==> src/rtl/hz_pkg.sv <==
package hz_pkg;
  localparam int NSRC = 2;

  typedef enum logic [1:0] {
    SRC_RF    = 2'b00,
    SRC_EXMEM = 2'b01,
    SRC_MEMWB = 2'b10
  } src_sel_e;
endpackage

==> src/rtl/hz_operand_fwd.sv <==
module hz_operand_fwd
  import hz_pkg::*;
#(
  parameter int RW = 4
) (
  input  logic [RW-1:0] rs,
  input  logic [RW-1:0] ex_rd,
  input  logic          ex_we,
  input  logic [RW-1:0] mem_rd,
  input  logic          mem_we,
  input  logic [RW-1:0] wb_rd,
  input  logic          wb_we,
  output src_sel_e      nxt_sel,
  output logic          ex_hit,
  output logic          wb_hit
);
  logic mem_hit;

  assign ex_hit  = ex_we  && (ex_rd  == rs);
  assign mem_hit = mem_we && (mem_rd == rs);
  assign wb_hit  = wb_we  && (wb_rd  == rs);

  // younger producer (execute latch) takes priority
  always_comb begin
    if (ex_hit)       nxt_sel = SRC_EXMEM;
    else if (mem_hit) nxt_sel = SRC_MEMWB;
    else              nxt_sel = SRC_RF;
  end
endmodule

==> src/rtl/hz_loaduse.sv <==
module hz_loaduse
  import hz_pkg::*;
(
  input  logic [NSRC-1:0] ex_hit,
  input  logic            ex_is_load,
  output logic            hold
);
  assign hold = ex_is_load && (|ex_hit);
endmodule

==> src/rtl/hz_ctrl.sv <==
module hz_ctrl
  import hz_pkg::*;
#(
  parameter int NREG = 16,
  localparam int RW = $clog2(NREG)
) (
  input  logic          clk,
  input  logic          rst,
  input  logic [RW-1:0] id_rs1,
  input  logic [RW-1:0] id_rs2,
  input  logic [RW-1:0] ex_rd,
  input  logic          ex_we,
  input  logic          ex_is_load,
  input  logic [RW-1:0] mem_rd,
  input  logic          mem_we,
  input  logic [RW-1:0] wb_rd,
  input  logic          wb_we,
  output logic [1:0]    fwd_a,
  output logic [1:0]    fwd_b,
  output logic          wbyp_a,
  output logic          wbyp_b,
  output logic          stall_fetch,
  output logic          stall_decode,
  output logic          bubble_ex
);
  logic [RW-1:0]   rs      [NSRC];
  src_sel_e        nxt_sel [NSRC];
  src_sel_e        sel_q   [NSRC];
  logic [NSRC-1:0] ex_hit;
  logic [NSRC-1:0] wb_hit;
  logic            hold;

  assign rs[0] = id_rs1;
  assign rs[1] = id_rs2;

  for (genvar g = 0; g < NSRC; g++) begin : g_op
    hz_operand_fwd #(.RW(RW)) u_op (
      .rs      (rs[g]),
      .ex_rd   (ex_rd),
      .ex_we   (ex_we),
      .mem_rd  (mem_rd),
      .mem_we  (mem_we),
      .wb_rd   (wb_rd),
      .wb_we   (wb_we),
      .nxt_sel (nxt_sel[g]),
      .ex_hit  (ex_hit[g]),
      .wb_hit  (wb_hit[g])
    );
  end

  hz_loaduse u_lu (
    .ex_hit     (ex_hit),
    .ex_is_load (ex_is_load),
    .hold       (hold)
  );

  // selects travel with the instruction into the execute latch
  always_ff @(posedge clk) begin
    for (int i = 0; i < NSRC; i++) begin
      if (rst || hold) sel_q[i] <= SRC_RF;
      else             sel_q[i] <= nxt_sel[i];
    end
  end

  assign fwd_a        = sel_q[0];
  assign fwd_b        = sel_q[1];
  assign wbyp_a       = wb_hit[0];
  assign wbyp_b       = wb_hit[1];
  assign stall_fetch  = hold;
  assign stall_decode = hold;
  assign bubble_ex    = hold;
endmodule

==> config.mk <==
export PLATFORM = sky130hd
export DESIGN_NAME = hz_ctrl
export DESIGN_NICKNAME = d
export VERILOG_FILES = /design/src/rtl/hz_pkg.sv /design/src/rtl/hz_operand_fwd.sv /design/src/rtl/hz_loaduse.sv /design/src/rtl/hz_ctrl.sv
export SDC_FILE = /design/constraint.sdc
export NUM_CORES = 1
export LEC_CHECK = 0
export BUFFER_PORTS_ARGS = -buffer_cell sky130_fd_sc_hd__buf_2
export CAP_MARGIN = 15
export CORE_ASPECT_RATIO = 0.9
export CORE_MARGIN = 8
export CORE_UTILIZATION = 24
export CTS_CLUSTER_SIZE = 24
export DETAILED_ROUTE_END_ITERATION = 8
export SKIP_CTS_REPAIR_TIMING = 1
export SYNTH_ARGS = -nofsm -noshare
export SYNTH_HDL_FRONTEND = slang
export SYNTH_HIERARCHICAL = 1
export SYNTH_SLANG_ARGS = --single-unit
==> constraint.sdc <==
create_clock -name clk -period 1 [get_ports clk]
set_clock_uncertainty 0.2 [all_clocks]
set_input_delay 0.1 -clock clk [delete_from_list [all_inputs] [get_ports clk]]
set_output_delay 0.1 -clock clk [all_outputs]
set_load 0.03 [all_outputs]
==> flow_metrics.env <==
export IMPL_grt_pass1_wl_um=2387
export IMPL_fmax_ghz=0.7860
export IMPL_synth_nets=77
export IMPL_place_ws_ns=-0.3359
export IMPL_crit_path_start="id_rs1[2]"
export IMPL_synth_seq_area_share_pct=17.98
export IMPL_synth_area_um2=445.4
export IMPL_antenna_found_initial=0
export IMPL_whs_path_depth=2
export IMPL_critPathTopFamily="buffers and inverters"
export IMPL_cts_max_level=1
export IMPL_rsz0062_at_grt="true"
export IMPL_routed_wl_um=1501
export IMPL_coreArea_um2=1717
export IMPL_grt_pass1_vias=549
export IMPL_worst_pin_slew_ns=0.2790
export IMPL_crit_slowest_cell="o21a_4"
export IMPL_status="complete, but fails checks"
export IMPL_num_antenna_cells=0
export IMPL_die_area_um2=3492
export IMPL_avgRoutedWirePerCell_um=12.83
export IMPL_arrival_ns=0.97
export IMPL_drt_iter0_drc=4
export IMPL_syn_inst=51
export IMPL_grt_max_degree=8
export IMPL_antenna_left=0
export IMPL_ir_drop_v=0.0004741
export IMPL_cp_required_ns=0.70
export IMPL_worst_setup_path_type="in2out"
export IMPL_finalNonFillerCells=117
export IMPL_placementRows=14
export IMPL_syn_avg_cell_area_um2=8.734
export IMPL_placedCellCount=111
export IMPL_yosys_area_top_type="xnor2_1"
export IMPL_dpl_hpwl_um=1235
export IMPL_period_share_pct=127.2
export IMPL_clk_pin_slew_ns=0.03
export IMPL_gr_usage_all_layers_pct=8.782
export IMPL_io_pin_count=35
export IMPL_ys_types=12
export IMPL_crit_chain="buf_2 -> xnor2_2 -> nand3_2 -> nor2_4 -> o21a_4 -> buf_6"
export IMPL_syn2layout_area_growth_pct=111.5
export IMPL_synth_warnings=6
export IMPL_period_minus_slack_ns=1.272
export IMPL_worst_path_buf_inv=2
export IMPL_dieHeight_um=56.87
export IMPL_cp_max_fo=6
export IMPL_cts_buffers_inserted=3
export IMPL_clock_root_buffer="clkbuf_4"
export IMPL_gp_congestion=0.7356
export IMPL_cp_depth=6
export IMPL_largest_reg_flops=4
export IMPL_cts_max_path_buffers=2
export IMPL_reg_top3="sel_q: 4 flops"
export IMPL_setup_violations=9
export IMPL_crit_end="bubble_ex"
export IMPL_drv_cap=0
export IMPL_hold_ws_ns=-0.1222
export IMPL_slew_limit_headroom_pct=81.34
export IMPL_drv_slew=0
export IMPL_nets=121
export IMPL_synth_top_area_share_pct=23.60
export IMPL_die_x_um=61.41
export IMPL_violations="hold timing, setup timing"
export IMPL_slowest_delay_ns=0.18
export IMPL_startpoint_type="input pin"
export IMPL_post_route_drc_count=0
export IMPL_top_register="sel_q"
export IMPL_first_pass_iters=2
export IMPL_synth_top_cells_by_area="xnor2_1 24%, xor2_1 24%, dfxtp_1 18%, buf_4 6.7%, nor3b_1 6.7%"
export IMPL_p_per_area_nw_per_um2=755.9
export IMPL_overflow=0
export IMPL_ys_ff_latch=4
export IMPL_initial_core_util_pct=25.95
export IMPL_drive_gt1_share_pct=74.19
export IMPL_vias_per_cell=4.205
export IMPL_cts_tree="built"
export IMPL_worstHoldPathType="in2reg"
export IMPL_fin_ws_ns=-0.2723
export IMPL_num_vias=492
export IMPL_cts_sink_count=4
export IMPL_endpoint_kind="output port"
export IMPL_hold_violations=4
export IMPL_p_leak_nw=0.4259
export IMPL_io_buffers=34
[logic make-up (layout without fill, tap and decap cells)]
| logic type | count (synthesis) | after routing | share of synthesized area, % |
|---|---|---|---|
| buf+inv | 4 | 46 | 6.742 |
| flops | 4 | 4 | 17.98 |
| xor+xnor | 24 | 24 | 47.19 |
| compound gates | 3 | 3 | 6.742 |
| simple gates | 16 | 16 | 21.35 |
[stage by stage]
step / area, um^2 / setup TNS, ns / utilization (%) / power, W
floorplan: 525.5 / -0.7292 / - / 0.0003303
global placement: 733.2 / -2.592 / 42.71 / 0.0004478
detailed placement: 733.2 / -2.599 / 42.71 / 0.0004509
CTS: 755.7 / -1.772 / 44.02 / 0.0006586
global route: 942.2 / -2.053 / 54.88 / 0.0007711
finish: 942.2 / -1.527 / 54.88 / 0.0007122
[how the worst min path moves through the flow]
| stage | to | from | slack, ns |
|---|---|---|---|
| floorplan | sel_q[0][0] | rst | -0.02 |
| global placement | sel_q[1][1] | rst | 0.12 |
| detailed placement | sel_q[1][0] | rst | 0.12 |
| CTS | sel_q[1][0] | rst | -0.13 |
| global route | sel_q[0][1] | rst | -0.13 |
| finish | sel_q[0][1] | rst | -0.12 |
[where the power goes]
group	internal [W]	leakage, nW	switching, W	total, W
sequential	0.000164	0.0343	0.00000114	0.000165
clock	0.000134	0.0138	0.0000621	0.000196
combinational	0.000184	0.378	0.000167	0.000351
total	0.000482	0.426	0.000230	0.000712
[cell usage after synthesis]
| cell type | count |
|---|---|
| nor2_1 | 2 |
| xor2_1 | 12 |
| nor4_1 | 2 |
| nand3_1 | 2 |
| nor3b_1 | 4 |
| nor3_2 | 2 |
| dfxtp_1 | 4 |
| nand2_1 | 4 |
| o2111a_1 | 2 |
| xnor2_1 | 12 |
| buf_4 | 4 |
| o21a_1 | 1 |
[layout by cell type (no fill, tap or decap)]
master    instances
buf_2            19
buf_4             9
buf_6            13
buf_8             2
clkbuf_4          3
dfxtp_2           4
nand2_1           3
nand2_2           1
nand3_2           2
nor2_4            2
nor3_2            2
nor3b_1           3
nor3b_2           1
nor4_4            2
o2111a_1          2
o21a_4            1
xnor2_1           4
xnor2_2           8
xor2_1           12
[layout make-up]
type / instances / area (um^2)
timing repair buffer: 43 / 339.1
sequential: 4 / 85.08
fill: 176 / 774.5
multi-input combinational: 43 / 465.4
tap: 24 / 30.03
clock buffer: 3 / 22.52
[routing by layer]
layer / part of all wire, % / vias to the layer above / global-route usage [%]
met1: 35 / 221 / 9.596
met5: 0 / - / 0
met2: 56 / 16 / 15.07
li1: - / 255 / -
met4: 0 / 0 / 1.948
met3: 8.5 / 0 / 3.636
No activity file was read; power rests on OpenSTA's default activity.
